### src/rtl/mgmt3w_pkg.sv
package mgmt3w_pkg;
  localparam int WR_BITS       = 27;
  localparam int RD_BITS       = 46;
  localparam int PREAMBLE_BITS = 32;
  localparam int RX_BITS       = 32;
  localparam int FRAME_W       = RD_BITS;
  localparam int TAIL_CLOCKS   = 2;
  localparam int TURN_CLOCKS   = 2;

  typedef enum logic [2:0] {
    ST_IDLE, ST_SETUP, ST_SEND, ST_SEND_END, ST_TURN, ST_RECV, ST_RECV_END, ST_TAIL
  } stateT;

  typedef struct packed {
    logic load;
    logic shiftOut;
    logic sampleIn;
    logic finish;
    logic quiet;
  } strobeT;
endpackage

### src/rtl/mgmt3w_ctrl.sv
module mgmt3w_ctrl
  import mgmt3w_pkg::*;
#(
  parameter int PHASE_CYCLES = 150
) (
  input  logic   clk,
  input  logic   rstN,
  input  logic   reqValid,
  input  logic   reqWrite,
  output logic   busy,
  output logic   isWriteQ,
  output logic   selOut,
  output logic   sckOut,
  output logic   sdoOe,
  output logic   pinsOe,
  output strobeT strb
);
  localparam int PH_W   = $clog2(PHASE_CYCLES + 1);
  localparam int STEP_W = $clog2(2 * RD_BITS + 1);

  stateT             state, nextState;
  logic [PH_W-1:0]   phaseCnt;
  logic [STEP_W-1:0] stepCnt, stepLimit;
  logic              phaseEnd, lastStep, accept;

  assign accept   = (state == ST_IDLE) && reqValid;
  assign phaseEnd = phaseCnt == PH_W'(PHASE_CYCLES - 1);
  assign lastStep = stepCnt == (stepLimit - STEP_W'(1));

  always_comb begin
    stepLimit = STEP_W'(1);
    nextState = ST_IDLE;
    case (state)
      ST_SETUP:    begin stepLimit = STEP_W'(1); nextState = ST_SEND; end
      ST_SEND:     begin
        stepLimit = isWriteQ ? STEP_W'(2 * WR_BITS) : STEP_W'(2 * RD_BITS);
        nextState = ST_SEND_END;
      end
      ST_SEND_END: begin stepLimit = STEP_W'(1); nextState = isWriteQ ? ST_TAIL : ST_TURN; end
      ST_TURN:     begin stepLimit = STEP_W'(2 * TURN_CLOCKS); nextState = ST_RECV; end
      ST_RECV:     begin stepLimit = STEP_W'(2 * RX_BITS); nextState = ST_RECV_END; end
      ST_RECV_END: begin stepLimit = STEP_W'(1); nextState = ST_TAIL; end
      ST_TAIL:     begin stepLimit = STEP_W'(2 * TAIL_CLOCKS); nextState = ST_IDLE; end
      default:     begin stepLimit = STEP_W'(1); nextState = ST_IDLE; end
    endcase
  end

  always_ff @(posedge clk) begin
    if (!rstN) begin
      state    <= ST_IDLE;
      phaseCnt <= '0;
      stepCnt  <= '0;
      isWriteQ <= 1'b0;
    end else if (accept) begin
      state    <= ST_SETUP;
      phaseCnt <= '0;
      stepCnt  <= '0;
      isWriteQ <= reqWrite;
    end else if (state != ST_IDLE) begin
      if (phaseEnd) begin
        phaseCnt <= '0;
        if (lastStep) begin
          state   <= nextState;
          stepCnt <= '0;
        end else begin
          stepCnt <= stepCnt + STEP_W'(1);
        end
      end else begin
        phaseCnt <= phaseCnt + PH_W'(1);
      end
    end
  end

  // Pin decode: shifting states start low, spare-clock states start high.
  always_comb begin
    busy   = state != ST_IDLE;
    pinsOe = busy;
    sckOut = 1'b0;
    if (state == ST_SEND || state == ST_RECV) sckOut = stepCnt[0];
    if (state == ST_TURN || state == ST_TAIL) sckOut = ~stepCnt[0];
    selOut = isWriteQ && (state == ST_SEND || state == ST_SEND_END);
    sdoOe  = (state == ST_SETUP) || (state == ST_SEND) || (state == ST_SEND_END) ||
             (isWriteQ && state == ST_TAIL);
    strb.load     = accept;
    strb.shiftOut = (state == ST_SEND) && phaseEnd && stepCnt[0];
    strb.sampleIn = (state == ST_RECV) && phaseEnd && !stepCnt[0];
    strb.finish   = (state == ST_TAIL) && phaseEnd && lastStep;
    strb.quiet    = state == ST_SETUP;
  end

  p_busy_hold_r9: assert property (@(posedge clk) disable iff (!rstN)
    (busy && !strb.finish) |=> busy);
  p_idle_release_r1: assert property (@(posedge clk) disable iff (!rstN)
    !busy |-> (!sckOut && !pinsOe && !sdoOe && !selOut));
  p_read_sel_low_r3: assert property (@(posedge clk) disable iff (!rstN)
    (busy && !isWriteQ) |-> !selOut);
  p_turn_release_r5: assert property (@(posedge clk) disable iff (!rstN)
    (state == ST_RECV || state == ST_TURN) |-> !sdoOe);
endmodule

### src/rtl/mgmt3w_dpath.sv
module mgmt3w_dpath
  import mgmt3w_pkg::*;
(
  input  logic         clk,
  input  logic         rstN,
  input  strobeT       strb,
  input  logic         isWriteQ,
  input  logic         reqWrite,
  input  logic         reqTable,
  input  logic [7:0]   reqAddr,
  input  logic [15:0]  reqWdata,
  input  logic         sdiIn,
  output logic         sdoOut,
  output logic         rspValid,
  output logic [31:0]  rspData
);
  logic [FRAME_W-1:0] frame;
  logic [RX_BITS-1:0] rxWord;
  logic               tableQ, oddQ;
  logic [31:0]        result;

  always_comb begin
    if (tableQ)    result = rxWord;
    else if (oddQ) result = {16'h0, rxWord[31:16]};
    else           result = {16'h0, rxWord[15:0]};
  end

  assign sdoOut = strb.quiet ? 1'b0 : frame[FRAME_W-1];

  always_ff @(posedge clk) begin
    if (!rstN) begin
      frame    <= '0;
      rxWord   <= '0;
      tableQ   <= 1'b0;
      oddQ     <= 1'b0;
      rspValid <= 1'b0;
      rspData  <= '0;
    end else begin
      rspValid <= 1'b0;
      if (strb.load) begin
        tableQ <= reqTable;
        oddQ   <= reqAddr[0];
        if (reqWrite)
          frame <= {1'b1, 2'b01, reqAddr, reqWdata, {(FRAME_W - WR_BITS){1'b0}}};
        else
          frame <= {{PREAMBLE_BITS{1'b1}}, 4'b0110, reqTable, 2'b00, reqAddr[6:1], 1'b0};
      end else if (strb.shiftOut) begin
        frame <= {frame[FRAME_W-2:0], 1'b0};
      end
      if (strb.sampleIn) rxWord <= {rxWord[RX_BITS-2:0], sdiIn};
      if (strb.finish) begin
        rspValid <= 1'b1;
        if (!isWriteQ) rspData <= result;
      end
    end
  end

  p_rsp_pulse_r10: assert property (@(posedge clk) disable iff (!rstN)
    rspValid |=> !rspValid);
  p_sample_read_only_r5: assert property (@(posedge clk) disable iff (!rstN)
    strb.sampleIn |-> !isWriteQ);
  p_frame_drained_r2: assert property (@(posedge clk) disable iff (!rstN)
    strb.finish |-> (frame == '0));
endmodule

### src/rtl/mgmt3w_master.sv
module mgmt3w_master
  import mgmt3w_pkg::*;
#(
  parameter int PHASE_CYCLES = 150
) (
  input  logic        clk,
  input  logic        rstN,
  input  logic        reqValid,
  output logic        reqReady,
  input  logic        reqWrite,
  input  logic        reqTable,
  input  logic [7:0]  reqAddr,
  input  logic [15:0] reqWdata,
  output logic        busy,
  output logic        rspValid,
  output logic [31:0] rspData,
  output logic        selOut,
  output logic        selOe,
  output logic        sckOut,
  output logic        sckOe,
  output logic        sdoOut,
  output logic        sdoOe,
  input  logic        sdiIn
);
  strobeT strb;
  logic   isWriteQ, pinsOe;

  mgmt3w_ctrl #(.PHASE_CYCLES(PHASE_CYCLES)) u_ctrl (
    .clk(clk), .rstN(rstN), .reqValid(reqValid), .reqWrite(reqWrite),
    .busy(busy), .isWriteQ(isWriteQ), .selOut(selOut), .sckOut(sckOut),
    .sdoOe(sdoOe), .pinsOe(pinsOe), .strb(strb)
  );

  mgmt3w_dpath u_dpath (
    .clk(clk), .rstN(rstN), .strb(strb), .isWriteQ(isWriteQ),
    .reqWrite(reqWrite), .reqTable(reqTable), .reqAddr(reqAddr),
    .reqWdata(reqWdata), .sdiIn(sdiIn), .sdoOut(sdoOut),
    .rspValid(rspValid), .rspData(rspData)
  );

  assign reqReady = !busy;
  assign selOe    = pinsOe;
  assign sckOe    = pinsOe;

  p_done_release_r10: assert property (@(posedge clk) disable iff (!rstN)
    rspValid |-> (!busy && !selOe && !sckOe && !sdoOe));
endmodule

### config.mk
export PLATFORM = sky130hd
export DESIGN_NAME = mgmt3w_master
export DESIGN_NICKNAME = d
export VERILOG_FILES = /design/src/rtl/mgmt3w_pkg.sv /design/src/rtl/mgmt3w_ctrl.sv /design/src/rtl/mgmt3w_dpath.sv /design/src/rtl/mgmt3w_master.sv
export SDC_FILE = /design/constraint.sdc
export NUM_CORES = 1
export LEC_CHECK = 0
export ABC_AREA = 1
export BUFFER_PORTS_ARGS = -buffer_cell sky130_fd_sc_hd__buf_2
export CAP_MARGIN = 40
export CORE_MARGIN = 2
export CORE_UTILIZATION = 30
export DETAILED_ROUTE_END_ITERATION = 10
export PLACE_DENSITY = 0.49
export SYNTH_ARGS = -nofsm -noshare
export SYNTH_HDL_FRONTEND = slang
export SYNTH_SLANG_ARGS = --single-unit
### constraint.sdc
create_clock -name clk -period 2.05 [get_ports clk]
set_input_delay 0.41 -clock clk [delete_from_list [all_inputs] [get_ports clk]]
set_output_delay 0.41 -clock clk [all_outputs]
set_load 0.02 [all_outputs]
**After elaboration in Yosys (flattened, before gate mapping)**

Cells that the tools add are included.
W data, S select, Z words.

- Register bits: 132
- Bits in latches: 0
- Bits in writable memories: 0
- Bits in read-only memories: 0
- Bits of input ports: 30
- Output and inout bits: 41
- Memories kept: 0

- Add/subtract/negate cells: 3
- $mul: 0
- Divide/modulo/power cells: 0
- Order comparisons: 0
- Equality and inequality tests: 9
- Shift-type cells: 0
- Muxes and demuxes: 19
- Bitwise logic cells: 3
- Reductions and logical operators: 29

Operators with widths:

| cell | number |
|---|---|
| $mux W46 | 2 |
| $mux W45 | 1 |
| $mux W32 | 1 |
| $pmux W7 S3 | 1 |
| $pmux W3 S6 | 1 |
| $mux W16 | 1 |
| $mux W7 | 2 |
| $eq A3 B3 Y1 const B | 4 |
| $logic_and A1 B1 Y1 | 9 |
| $add A8 B1 Y8 const B | 1 |
| $eq A8 B8 Y1 const B | 1 |
| $mux W1 | 8 |
| $mux W8 | 1 |
| $reduce_bool A2 Y1 | 4 |
| $add A7 B1 Y7 const B | 1 |
| $eq A7 B7 Y1 | 1 |
| $sub A7 B1 Y7 const B | 1 |
| $eq A3 B2 Y1 const B | 2 |
| $logic_or A1 B1 Y1 | 6 |
| $reduce_and A3 Y1 | 2 |
| $reduce_and A2 Y1 | 2 |
| $reduce_or A2 Y1 | 2 |
| $eq A3 B1 Y1 const B | 1 |
| $logic_not A3 Y1 | 1 |
| other kinds (4) | 7 |

**Logic depth before layout (Yosys ltp)**

Gate-level depths: netlist of the first run.

- Depth in word-level cells: 9
- Mapped depth: 14
- Gate-level depth less buffers: 14

**Modules after synthesis**

Synthesis of the first run repeated with hierarchy kept, for this count alone.

- Cells, all modules: 856
- Area, all modules: 5953.2 µm²

Modules (own cells, without submodules):

| module | times used | cells an instance | area each (µm²) | sequential area each (µm²) |
|---|---|---|---|---|
| mgmt3w_dpath | 1 | 668 | 4639.4 | 2242.2 |
| mgmt3w_ctrl | 1 | 186 | 1302.5 | 380.4 |
| mgmt3w_master | 1 | 2 | 11.3 | 0.0 |

**Worst setup path after synthesis of the first run**

Ideal clock, no wire load.

- Path kind: register -> register
- Start: register u_ctrl.state[0]
- End: register u_dpath.frame[34]
- Library setup time: 116 ps
- Data arrival time: 1809 ps
- Slack: 126 ps
- Cell stages (with the launch flop): 12
- Buffers on the path: 2
- Clock period less this slack: 1924 ps
- Cell sequence: dfxtp_1 -> buf_2 -> nor2_2 -> nand2_2 -> inv_2 -> nand2_2 -> inv_2 -> nand2_1 -> clkbuf_1 -> o22a_1 -> nor2_1 -> nor2_1

- Word-level cells in the longest chain between the ends: 4

RTL lines:

| element | RTL line | source |
|---|---|---|
| from (decl) | mgmt3w_ctrl.sv:21 | `stateT state, nextState;` |
| from (signal assigned) | mgmt3w_ctrl.sv:63 | `state <= nextState;` |
| $eq A3 B2 Y1 | mgmt3w_ctrl.sv:85 | `strb.shiftOut = (state == ST_SEND) && phaseEnd && stepCnt[0];` |
| $logic_and A1 B1 Y1 (2 in a row) | mgmt3w_ctrl.sv:85 |  |
| $reduce_bool A2 Y1 (no line) | - |  |
| to (signal assigned) | mgmt3w_dpath.sv:44 | `frame <= {1'b1, 2'b01, reqAddr, reqWdata, {(FRAME_W - WR_BITS){1'b0}}};` |
| to (signal assigned) | mgmt3w_dpath.sv:46 | `frame <= {{PREAMBLE_BITS{1'b1}}, 4'b0110, reqTable, 2'b00, reqAddr[6:1], 1'b0};` |
| to (signal assigned) | mgmt3w_dpath.sv:48 | `frame <= {frame[FRAME_W-2:0], 1'b0};` |
| to (decl) | mgmt3w_dpath.sv:17 | `logic [FRAME_W-1:0] frame;` |

Several ways; a longest one is shown, not always the timed one.
A chain may end at the register's enable or synchronous reset.

**Worst setup path after layout of the first run**

- Start: register u_ctrl.state[1]
- End: output port sckOut

- Word-level cells in the longest chain between the ends: 4

RTL lines:

| element | RTL line | source |
|---|---|---|
| $eq A3 B2 Y1 or $eq A3 B3 Y1 (tied branches) | mgmt3w_ctrl.sv:79 | `if (state == ST_SEND \|\| state == ST_RECV) sckOut = stepCnt[0];` |
| $logic_or A1 B1 Y1 | mgmt3w_ctrl.sv:79 |  |
| $mux W1 | mgmt3w_ctrl.sv:79 |  |
| $mux W1 (*) | mgmt3w_ctrl.sv:80 | `if (state == ST_TURN \|\| state == ST_TAIL) sckOut = ~stepCnt[0];` |
| to (decl) | mgmt3w_master.sv:19 | `output logic sckOut,` |

Every way passes the cells marked *; elsewhere a longest branch is shown, timed or not.

==> results by stage, run 1 <==
Clock network:
- In this run the clock root is driven by a sky130_fd_sc_hd__clkbuf_16.
- The number of sinks driven by the clock tree is 131.
- Counting along the longest clock path gives a buffer depth of 2.
- The clock-pin slew on the worst setup and hold paths is 0.06 ns.
- Hold repair after CTS inserted 0 buffers.
- The CTS tree is built.
- The total clock buffers created by CTS is 17.
- The insertion delay of the later-clocked pin in the worst-skew pair is about 0.42 ns.
- The H-tree depth reported by CTS is 4.

Timing:
- Setup violations remaining at the end of the flow were counted as 0.
- The worst clock skew on the final layout is 0.0112 ns.
- The routed design could run at a clock period as short as 1.98 ns.
- The number of pins exceeding their max-slew limit in the final report is 0.
- At the pin with the least slew margin, the transition time is 0.575 ns.
- The top achievable clock speed is 506 MHz.
- The share of the clock period used by the worst path is 0.965.
- The minimum setup slack in the final design is 0.0721 ns.
- The number of hold-slack violations in the final timing report is 0.
- Setup repair after global routing could not meet its margin everywhere.
- Headroom to the max-slew limit came out at 0.617.
- The final hold slack is approximately 0.22 ns.

Worst setup path:
- The peak per-stage delay on the critical path is 0.36 ns.
- The type of origin of the critical path is a flop.
- Data on the critical path is required at its endpoint by 1.64 ns.
- The kind of cell adding the most delay to the critical path is flip-flops.
- The critical path goes through buf_4 -> nand3_1 -> nand3_2 -> o21a_1 -> buf_2.
- Data on the critical path arrives at its endpoint at approximately 1.6 ns.
- In this run the worst path has a maximum fanout of 5.
- The largest individual stage delay along the critical path comes from the cell sky130_fd_sc_hd__dfxtp_1.
- The capturing element type of the critical path is an output port.
- The critical path start-end classification is reg -> out.
- The buffering stage count on the worst path with inverters included is 2.

Drt:
- The number of DRC violations after detailed-routing iteration 0 is 328.
- Dividing the detail-routed wire length by the instance count gives 13.8 um.
- The routed layout has 5,364 vias.
- Using the TritonRoute via totals, the vias-per-cell ratio works out to 4.82.
- The count of nets left with antenna violations once routing finished came out at 0.
- After detailed routing, the number of remaining DRC violations is 0.
- The first-pass iteration count of the detailed router is 4.
- The routed wire length is 15.4 mm.

Die:
- From left edge to right edge, the die measures 142 um.
- The standard-cell row count is 50.
- The starting utilization of the core area is 0.307.
- 71 I/O pins were placed.
- The die footprint is about 20,000 um2.
- The core region area is 18,800 um2.
- The height of the die is 142 um.

Yosys:
- The post-synthesis cell type with the largest combined area is sky130_fd_sc_hd__dfxtp_1.
- The proportion of netlist area held by the largest area contributor is 0.456.
- The number of library cell types mapped by synthesis is 33.
- The post-synthesis instance total is 789.
- The Yosys step of the flow raised 0 warnings.
- The synthesized cell area is 5750 um2.
- The share of synthesized area occupied by flip-flops and latches is 0.456.
- Dividing the synthesized area by the synthesized cell count gives 7.29 um2.
- In this run, synthesis inferred 0 flip-flops with an integrated enable.
- The leading register cell type out of synthesis is sky130_fd_sc_hd__dfxtp_1.
- Ranked by instance count, the synthesized netlist is headed by sky130_fd_sc_hd__nand2_1 (137), sky130_fd_sc_hd__dfxtp_1 (131), sky130_fd_sc_hd__nor2_1 (125).
- The proportion of register bits with asynchronous set or reset after synthesis is 0.
- The total nets after synthesis is 822.
- By instance count, the leading cell after synthesis is sky130_fd_sc_hd__nand2_1.
- Sorting the synthesized cells by area gives the leading types as sky130_fd_sc_hd__dfxtp_1 (46%), sky130_fd_sc_hd__nand2_1 (8.9%), sky130_fd_sc_hd__nor2_1 (8.2%), sky130_fd_sc_hd__o21ai_0 (6.4%), sky130_fd_sc_hd__a21oi_1 (5.1%).
- The synthesized design contains 131 register bits.

Flow run:
- Across the run, the number of max-cap violations was 0.

Layout:
- Of the cells placed in the final design, the portion with a size suffix greater than 1 is 0.199.
- The count of nets after finishing is 900.
- Summing all non-filler instances in the final layout gives an area of 7290 um2.
- The signed area change from the synthesized netlist to the final layout is 26.6%.
- The diode insertion count for antenna repair is 0.
- The register area is roughly 2600 um2.
- The number of fill cells in the layout is 1,983.
- The footprint of the multi-input gates is 2740 um2.

Global routing:
- For this run, the total global-route usage over all layers was measured as 0.153.
- The first global-routing pass estimated 24.9 mm of wire.
- The initial antenna violation count is 1.
- The number of global-route vias before repair came to 4,939.
- The total congestion overflow is 0.
- Entering global routing, the biggest net connects 60 pins.

Pwr:
- The leakage power is a little over 3 nW.
- IR analysis of the VDD net gives a maximum drop of 0.580 mV.
- The power density over the cells is 877 nW/um2.

Placement:
- The quantity of I/O buffers inserted on ports is 70.
- The global placement routability congestion is 0.808.
- OpenSTA, run right after detailed placement, puts the worst setup slack at 0.0444 ns.
- The post-DP HPWL is between 9 and 10 mm.
- The placed instances occupy a cell area of 6510 um2.

Status:
- The flow ran to the end, and the final reports show no timing, DRC or antenna violations.

Hold path:
- The type of the worst min-delay path is in -> reg.
[metrics by stage]
stage | util | total power [mW] | instances | TNS [ns]
finish | 0.388 | 6.39 | 1114 | 0
floorplan | - | 3.02 | 789 | 0
detailed placement | 0.347 | 3.18 | 1078 | 0
global placement | 0.347 | 3.18 | 1078 | 0
CTS | 0.381 | 6.47 | 1110 | 0
global route | 0.388 | 6.64 | 1114 | -0.176
[final cells by class]
type	count	area share
Clock buffer	18	0.0589
Clock inverter	14	0.0276
Inverter	62	0.0323
Multi-Input combinational cell	542	0.376
Sequential cell	131	0.361
Tap cell	234	0.0402
Timing Repair Buffer	113	0.104
[final timing paths]
kind	startpoint	endpoint	slack, ns	cells after the start
max	u_ctrl.state[1]	sckOut	0.07	5
max reg2reg	u_ctrl.phaseCnt[1]	u_dpath.rxWord[23]	0.14	11
min	sdiIn	u_dpath.rxWord[0]	0.22	3
min reg2reg	u_dpath.oddQ	u_dpath.oddQ	0.45	2
[registers in the layout, summed over array words and instances, names as in the netlist]
signal and cells:
u_ctrl.phaseCnt 8, u_dpath.oddQ 1, u_dpath.rspValid 1, u_ctrl.stepCnt 7, u_dpath.rxWord 32, u_ctrl.state 3, u_dpath.frame 45, u_dpath.tableQ 1
u_dpath.rspData 32, u_ctrl.isWriteQ 1
[kinds of logic after synthesis]
kind of cell / Yosys count / synth area share
compound gates: 185 / 0.186
xor+xnor: 4 / 0.00609
fa+ha+maj: 3 / 0.00652
buf+inv: 116 / 0.0809
flops: 131 / 0.456
mux: 1 / 0.00196
simple gates: 349 / 0.263
[cell usage in the layout, fill, tap and decap left out, types with 4 or more instances in the layout]
cell type / netlist / routed
sky130_fd_sc_hd__buf_12: 0 / 4
sky130_fd_sc_hd__xor2_1: 4 / 4
sky130_fd_sc_hd__a211oi_1: 16 / 15
sky130_fd_sc_hd__buf_2: 18 / 70
sky130_fd_sc_hd__nor2_1: 125 / 125
sky130_fd_sc_hd__nand2_1: 137 / 133
sky130_fd_sc_hd__bufinv_16: 0 / 4
sky130_fd_sc_hd__nor3_1: 9 / 7
sky130_fd_sc_hd__dfxtp_1: 131 / 128
sky130_fd_sc_hd__nand3_1: 21 / 19
sky130_fd_sc_hd__inv_1: 56 / 56
sky130_fd_sc_hd__clkinvlp_4: 0 / 4
sky130_fd_sc_hd__o21ai_0: 74 / 74
sky130_fd_sc_hd__inv_2: 6 / 5
sky130_fd_sc_hd__nor4_1: 18 / 17
sky130_fd_sc_hd__nand4_1: 24 / 24
sky130_fd_sc_hd__nand2_2: 2 / 6
sky130_fd_sc_hd__clkbuf_16: 0 / 18
sky130_fd_sc_hd__o21ai_1: 5 / 5
sky130_fd_sc_hd__o22a_1: 24 / 24
sky130_fd_sc_hd__buf_4: 2 / 35
sky130_fd_sc_hd__a21oi_1: 59 / 58
[metal layers]
layer	part of all wire	routed length, um	global-route usage
met1	0.49	7450	0.204
met2	0.47	7150	0.242
met3	0.036	559	0.0343
met4	0.012	189	0.0578
met5	0.00072	11	0
[power by group]
| part | leakage (nW) | switching (mW) | internal [mW] |
|---|---|---|---|
| sequential | 1.07 | 0.0425 | 2.63 |
| clock | 0.295 | 1.21 | 2.05 |
| combinational | 1.67 | 0.274 | 0.182 |
| total | 3.03 | 1.53 | 4.86 |
[timing repair]
action                     4_1_cts  5_1_grt
resized for setup                2       24
hold endpoints to repair         0        0
cloned                           0        2
setup buffers                    0        2
setup endpoints to repair        1       93
pin swaps                        0        1
[worst min-delay path, delay by kind of cell]
kind | cells | cell delay [ns]
buffers and inverters | 1 | 0.08
and+or+nand+nor | 2 | 0.12
No activity file was read; power rests on OpenSTA's default activity.
==> inputs of run 2 (changes only) <==
==> constraint.sdc (replaced) <==
create_clock -name clk -period 1.9 [get_ports clk]
set_input_delay 0.38 -clock clk [delete_from_list [all_inputs] [get_ports clk]]
set_output_delay 0.38 -clock clk [all_outputs]
set_load 0.02 [all_outputs]
==> run 2 against run 1 <==
Against the previous run:
- the flow now finishes with violations (negative setup slack)
- die area unchanged
- routed wire length increased by 3.5%
- core utilization increased by 2.3 points
- via count increased by 1.7%
- largest power group unchanged
==> results by stage, run 2 (synthesis gave the netlist of run 1 again) <==
Status:
- The flow ran to the end, but the final reports show violations.
- The checks that failed: negative setup slack.

Drt:
- The first-pass iteration count of the detailed router came to 4 (unchanged).
- The average via count per standard cell is 4.77 (-0.85%).
- The remaining number of nets flagged by the antenna check after routing is 0 (unchanged).
- The routed wire length is 15.9 mm (+3.5%).
- The DRC violations left is 0 (unchanged).
- The number of DRC violations after detailed-routing iteration 0 is 287 (-13%).
- The number of vias after detailed routing is 5,457 (+1.7%).
- The post-detailed-route wirelength per cell was 13.9 um (+0.83%).

Pwr:
- The total internal power is 5.23 mW (+7.6%).
- The switching fraction of total power was 0.231 (-0.00770).
- The sum of internal, switching and leakage power is 6.80 mW (+6.5%).
- The combinational fraction of design power is 0.080 (+0.009).
- The total net switching power is 1.57 mW (+3.1%).
- The peak supply drop is 0.598 mV (+3.1%).
- The power density over the cells is 882 nW/um2 (+0.65%).
- The sequential cell fraction of total power came to 0.424 (+0.006).
- The leakage power is 3.24 nW (+6.8%).
- The share of total power in the clock network is 0.496 (-0.015).

Worst setup path:
- The critical path depth in cells is 6 (+1).
- The capture point of the critical path is sckOut.
- The maximum net fanout on the critical path is 7 (+2).
- For this design, the slowest cell found on the critical path is sky130_fd_sc_hd__dfxtp_4.
- Walking the worst path, the cells encountered are buf_6 -> nand3_4 -> nand2_4 -> buf_6 -> o21a_1 -> buf_6.
- The kind of cell adding the most delay to the critical path is flip-flops.
- The critical path in this run is classified as reg -> out.
- The arrival time of data at the critical path endpoint was 1.56 ns (about the same).
- The cell occurring most often along the worst timing path is sky130_fd_sc_hd__buf_6.
- The capturing element type of the critical path is an output port.
- In this run the critical register-to-register path is captured at u_dpath.rspData[0].
- The path depth of the worst reg2reg path is 12 (+1).
- The critical path required time was 1.52 ns (-0.12 ns).
- The launch point of the critical path is u_ctrl.state[0].
- The buffering stage count on the worst path with inverters included is 3 (+1).
- The type of origin of the critical path is a flop.
- The peak per-stage delay on the critical path is 0.37 ns (about the same).
- The setup slack of the worst register-to-register path was 0.03 ns (-0.11 ns).
- The startpoint of the most critical register-to-register path is u_ctrl.state[0].

Clock network:
- The clock tree buffer depth is 2 (unchanged).
- TritonCTS built the clock tree.
- The number of sinks driven by the clock tree is 131 (unchanged).
- The H-tree depth reported by CTS is 4 (unchanged).
- The insertion delay of the later-clocked pin in the worst-skew pair is 0.41 ns (about the same).
- The quantity of hold-fixing buffers added after cts is 0 (unchanged).
- Clock tree synthesis selected as its root buffer the cell sky130_fd_sc_hd__clkbuf_16.
- The total clock buffers created by CTS is 17 (unchanged).
- The clock-pin slew on the worst setup and hold paths is 0.05 ns (about the same).

Layout:
- The commonest non-fill, non-tap cell in the layout is sky130_fd_sc_hd__dfxtp_1.
- The number of fill cells in the layout is 1,975 (-0.40%).
- The post-layout instance area is 7710 um2 (+5.8%).
- The largest registers in the layout are u_dpath.frame x45, u_dpath.rspData x32, u_dpath.rxWord x32.
- The largest register by flop count is u_dpath.frame.
- The final design utilization came to 0.411 (+0.0227).
- The footprint of the multi-input gates is 2850 um2 (+4.1%).
- Relative to the synthesized area, the layout overhead comes to 34.0%.
- The proportion of layout cells with a drive suffix above 1 is 0.249 (+0.0498).
- In the layout the commonest cells are sky130_fd_sc_hd__dfxtp_1 (129), sky130_fd_sc_hd__nand2_1 (123), sky130_fd_sc_hd__nor2_1 (121), sky130_fd_sc_hd__o21ai_0 (74), sky130_fd_sc_hd__buf_2 (67).
- The register area was 2630 um2 (about the same).
- The flip-flop count of the largest register, all copies and words added is 45 (unchanged).
- The count of nets after finishing is 929 (+3.2%).
- The diode insertion count for antenna repair is 0 (unchanged).

Hold path:
- The worst hold path belongs to the class in -> reg.

Placement:
- The quantity of I/O buffers inserted on ports is 70 (unchanged).
- The total cell area at the placement stage came to 6700 um2 (+2.9%).
- The global placement routability congestion is 0.806 (-0.20%).
- The post-DP HPWL is 10.2 mm (+3.2%).

Die:
- The count of boundary I/O pins is 71 (unchanged).
- The die footprint is 20,300 um2 (unchanged).
- The core region area is 18,800 um2 (unchanged).
- The height of the die is 142 um (unchanged).
- The standard-cell row count is 50 (unchanged).
- The starting utilization of the core area is 0.307 (unchanged).
- The width of the chip is 142 um (unchanged).

Timing:
- Setup repair after global routing could not meet its margin everywhere.
- The number of pins exceeding their max-slew limit in the final report is 0 (unchanged).
- The worst clock skew on the final layout is 0.00612 ns (-0.00505 ns).
- The final hold slack is 0.223 ns (-0.00201 ns).
- The worst slew margin relative to its limit came to 0.770 (+0.154).
- The top achievable clock speed is 516 MHz.
- The minimum setup slack in the final design was -0.0364 ns (-0.109 ns).
- The number of hold-slack violations in the final timing report is 0 (unchanged).
- The clock period minus worst slack is 1.94 ns.
- The final number of setup-violating endpoints is 1 (+1).
- Dividing the final minimum period by the clock period gives 1.02.
- The worst-margin pin slew was 0.344 ns (-0.231 ns).

Global routing:
- The number of global-route vias before repair is 5,038 (+2.0%).
- The overall global routing resource usage is 0.156 (+0.00296).
- The most crowded layer after global routing is met2.
- The met2 demand-to-capacity share in global routing is 0.245 (+0.00278).
- The pin count of the biggest net entering global routing is 44 (-27%).
- The routing usage on met1 is 0.211 (+0.00675).
- The first-pass GRT wire length is 25.4 mm (+2.3%).
- The met3 capacity usage during global routing is 0.0387 (+0.00437).
- The initial antenna violation count is 0 (-1).
- The total congestion overflow is 0 (unchanged).

Flow run:
- The number of max-cap violations is 0 (unchanged).
## run 2: worst min-delay path by stage
stage                     cells past startpoint  slack [ns]          from                to
final                                         3        0.22    reqAddr[0]      u_dpath.oddQ
after global routing                          3        0.22      reqTable  u_dpath.frame[9]
after CTS                                     3        0.21      reqTable  u_dpath.frame[9]
after detailed placement                      2        0.45  u_dpath.oddQ      u_dpath.oddQ
after global placement                        2        0.43  u_dpath.oddQ      u_dpath.oddQ
after floorplan                               2        0.42  u_dpath.oddQ      u_dpath.oddQ
## run 2: power groups by stage
stage	clock network [mW]	logic [mW]	registers [mW]
after floorplan	0	0.340	2.92
after global placement	0	0.513	2.94
after detailed placement	0	0.514	2.94
after CTS	3.44	0.523	2.88
after global routing	3.59	0.606	2.89
final	3.38	0.547	2.88
## run 2: repair_timing
action | in CTS | in global routing
setup endpoints to repair | 52 | 107
pin swaps | 4 | 18
buffers inserted | 2 | 5
cloned | 2 | 3
resized for setup | 23 | 44
## run 2: area by class of cell
class,count,share of cell area
clock buffers,23,0.0620
clock inverters,9,0.0164
inverters,62,0.0305
multi-input cells,542,0.370
flip-flops and latches,131,0.341
well taps,234,0.0380
repair buffers,142,0.142
## run 2: per-stage QoR
| step | instances | setup TNS (ns) | worst slack (ns) |
|---|---|---|---|
| final | 1143 | -0.0364 | -0.0364 |
| after global routing | 1143 | -2.78 | -0.124 |
| after CTS | 1135 | -0.00187 | -0.00187 |
| after detailed placement | 1099 | -1.93 | -0.0949 |
| after global placement | 1099 | -1.88 | -0.104 |
| after floorplan | 789 | 0 | 0.0196 |
## run 2: worst reg2reg max path, delay by kind of cell, from the launching register on
family	cells	cell delay [ns]
buf+inv	4	0.54
flops	1	0.39
simple gates	7	0.71
compound gates	1	0.17
## run 2: per-layer routing
layer,up-vias,part of all wire
met5,-,0
met1,2481,0.49
li1,2869,-
met2,97,0.46
met4,0,0.0064
met3,10,0.042
==> inputs of run 3 (changes only) <==
--- a/config.mk
+++ b/config.mk
@@ -8,10 +8,10 @@
 export ABC_AREA = 1
 export BUFFER_PORTS_ARGS = -buffer_cell sky130_fd_sc_hd__buf_2
 export CAP_MARGIN = 40
-export CORE_MARGIN = 2
 export CORE_UTILIZATION = 30
 export DETAILED_ROUTE_END_ITERATION = 10
 export PLACE_DENSITY = 0.49
+export REMOVE_ABC_BUFFERS = 1
 export SYNTH_ARGS = -nofsm -noshare
 export SYNTH_HDL_FRONTEND = slang
 export SYNTH_SLANG_ARGS = --single-unit
==> run 3 against run 2 <==
Against the previous run:
- the run still ends with negative setup slack left
- setup slack better by 0.0071 ns
- hold slack better by 0.0078 ns
- total power up 0.34%
- sequential power about the same
- flip-flop and latch count unchanged
- final cell count rose by 0.35%
- clock skew about the same
- design area up 3.4%
- maximum frequency rose by 0.37%
- routed wire length grew 4.6%
- combinational power rose by 14%
- critical path type is now reg -> reg
- critical endpoint is now u_dpath.rspData[19]
- largest power group unchanged
==> results by stage, run 3 (synthesis gave the netlist of run 1 again) <==
Global routing:
- The overall global routing resource usage was 0.158 (+0.00190).
- The initial antenna violation count came to 0 (unchanged).
- The total congestion overflow was 0 (unchanged).
- The first-pass GRT wire length was 24.9 mm (-1.9%).
- The pin count of the biggest net entering global routing was 48 (+9.1%).
- The number of global-route vias before repair is 4,995 (-0.85%).

Timing:
- The clock period minus worst slack was 1.93 ns (-0.00709 ns).
- The minimum setup slack in the final design is -0.0293 ns (+0.00709 ns).
- The number of pins exceeding their max-slew limit in the final report came to 0 (unchanged).
- The final number of setup-violating endpoints came to 12 (+11).
- Setup repair after global routing could not meet its margin everywhere.
- The number of hold-slack violations in the final timing report is 0 (unchanged).
- The top achievable clock speed came to 518 MHz (+0.37%).
- The final hold slack is 0.230 ns (+0.00777 ns).
- The worst-margin pin slew is 0.371 ns (+0.0267 ns).
- The worst slew margin relative to its limit was 0.753 (-0.0175).
- The share of the clock period used by the worst path is 1.02 (-0.00373).
- The worst clock skew on the final layout is 0.00600 ns (-0.000116 ns).

Drt:
- The routed wire length is 16.6 mm (+4.6%).
- The average via count per standard cell is 4.85 (+1.6%).
- The post-detailed-route wirelength per cell came to 14.5 um (+4.3%).
- The remaining number of nets flagged by the antenna check after routing was 0 (unchanged).
- The first-pass iteration count of the detailed router is 4 (unchanged).
- The number of DRC violations after detailed-routing iteration 0 is 243 (-15%).
- The DRC violations left is 0 (unchanged).
- The number of vias after detailed routing was 5,566 (+2.0%).

Layout:
- The number of fill cells in the layout is 1,923 (-2.6%).
- The final cell count without fillers is 1,147 (+0.35%).
- The largest register by flop count is u_dpath.frame.
- The flip-flop count of the largest register, all copies and words added is 45 (unchanged).
- The count of nets after finishing is 935 (+0.65%).
- The diode insertion count for antenna repair is 0 (unchanged).
- The top cell types in the final layout, fill and taps aside, are sky130_fd_sc_hd__dfxtp_1 (127), sky130_fd_sc_hd__nand2_1 (119), sky130_fd_sc_hd__nor2_1 (116), sky130_fd_sc_hd__buf_2 (65), sky130_fd_sc_hd__o21ai_0 (55).
- The commonest non-fill, non-tap cell in the layout is sky130_fd_sc_hd__dfxtp_1.
- The post-layout instance area is 7970 um2 (+3.4%).
- In the final layout, the registers with the most flip-flops are u_dpath.frame x45, u_dpath.rspData x32, u_dpath.rxWord x32.
- The signed area change from the synthesized netlist to the final layout is 38.6%.
- The proportion of layout cells with a drive suffix above 1 was 0.287 (+0.0383).

Placement:
- The quantity of I/O buffers inserted on ports is 70 (unchanged).
- The global placement routability congestion is 0.788 (-2.3%).
- The total cell area at the placement stage is 6660 um2 (-0.56%).
- The number of instances in the placed design is 1,093 (-0.55%).
- The post-placement setup slack is -0.0434 ns (+0.0514 ns).
- The post-DP HPWL is 9.78 mm (-3.7%).

Worst setup path:
- The type of origin of the critical path is a flop.
- The setup slack of the worst register-to-register path came to -0.03 ns (-0.06 ns).
- The arrival time of data at the critical path endpoint is 2.24 ns (+0.68 ns).
- The capturing element type of the critical path is a flop.
- The critical path start-end classification is reg -> reg.
- The maximum net fanout on the critical path came to 7 (unchanged).
- The critical path required time is 2.21 ns (+0.69 ns).

Die:
- The die footprint is 19,700 um2 (-2.8%).
- The core region area is 18,800 um2 (unchanged).
- The height of the die is 140 um (-1.4%).
- The starting utilization of the core area came to 0.307 (unchanged).
- The count of boundary I/O pins was 71 (unchanged).
- The standard-cell row count is 50 (unchanged).
- The width of the chip is 140 um (-1.4%).

Clock network:
- The clock tree buffer depth came to 2 (unchanged).
- The clock-pin slew on the worst setup and hold paths is 0.06 ns (about the same).
- The total clock buffers created by CTS came to 17 (unchanged).
- The cell chosen for the clock root is sky130_fd_sc_hd__clkbuf_16.
- The quantity of hold-fixing buffers added after cts is 0 (unchanged).
- The number of sinks driven by the clock tree is 131 (unchanged).
- The insertion delay of the later-clocked pin in the worst-skew pair is 0.41 ns (about the same).
- The H-tree depth reported by CTS is 4 (unchanged).
- The CTS tree is built.

Status:
- The checks that failed: negative setup slack.
- The run finished, with violations left.

Pwr:
- The sum of internal, switching and leakage power is 6.83 mW (+0.34%).
- The peak supply drop is 0.589 mV (-1.5%).
- The leakage power came to 3.31 nW (+2.4%).
- The power density over the cells is 856 nW/um2 (-3.0%).

Flow run:
- The number of max-cap violations is 0 (unchanged).

Hold path:
- In this run the worst hold path is classified as in -> reg.
run 3: path summary, 6_finish.rpt:
path / startpoint / end / cells after the start
setup reg to reg: u_ctrl.state[0] / u_dpath.rspData[19] / 12
setup / recovery: u_ctrl.state[0] / u_dpath.rspData[19] / 12
hold / removal: reqAddr[6] / u_dpath.frame[6] / 3
hold reg to reg: u_dpath.oddQ / u_dpath.oddQ / 2
run 3: what timing repair did:
action | in CTS | in global routing
setup buffers | 1 | 11
pin swaps | 0 | 32
hold endpoints to repair | 0 | 0
setup endpoints to repair | 54 | 125
resized for setup | 15 | 120
cloned | 0 | 12
run 3: final cells by class:
cell class	count	area (um2)	share of cell area
Clock inverter	10	134	0.0168
Inverter	62	245	0.0308
Tap cell	234	293	0.0367
Timing Repair Buffer	148	1230	0.155
Multi-Input combinational cell	542	2980	0.373
Sequential cell	131	2640	0.330
Clock buffer	20	457	0.0573
run 3: per-stage QoR:
stage,util,setup TNS (ns)
after floorplan,-,-127.17
after global placement,0.355,-0.169
after detailed placement,0.355,-0.507
after CTS,0.390,-0.00268
after global routing,0.425,-4.65
final,0.425,-0.190
run 3: power by group:
| group | switching, mW | internal (mW) | leakage [nW] | total (mW) |
|---|---|---|---|---|
| sequential | 0.0486 | 2.83 | 1.07 | 2.88 |
| combinational | 0.346 | 0.276 | 1.96 | 0.622 |
| clock | 1.21 | 2.11 | 0.288 | 3.32 |
run 3: layer usage:
layer / part of all wire / GRT usage / vias to the layer above / routed length, um
li1: - / - / 2887 / -
met1: 0.49 / 0.214 / 2576 / 8150
met2: 0.47 / 0.246 / 95 / 7770
met3: 0.034 / 0.0397 / 8 / 572
met4: 0.0083 / 0.0481 / 0 / 138
met5: 0 / 0 / - / 0
run 3: worst max-delay path, cell delays in order, from the launching register on:
cell                        delay (ns)
sky130_fd_sc_hd__dfxtp_4          0.36
sky130_fd_sc_hd__buf_6            0.12
sky130_fd_sc_hd__nor2_4           0.14
sky130_fd_sc_hd__nand3_4          0.12
sky130_fd_sc_hd__nand2_2          0.09
sky130_fd_sc_hd__nand2_2          0.06
sky130_fd_sc_hd__nor2_2           0.11
sky130_fd_sc_hd__nand3_2          0.10
sky130_fd_sc_hd__nor2_4           0.14
sky130_fd_sc_hd__nand3_4          0.19
sky130_fd_sc_hd__clkbuf_16        0.24
sky130_fd_sc_hd__a21oi_2          0.10
sky130_fd_sc_hd__nor2_1           0.05
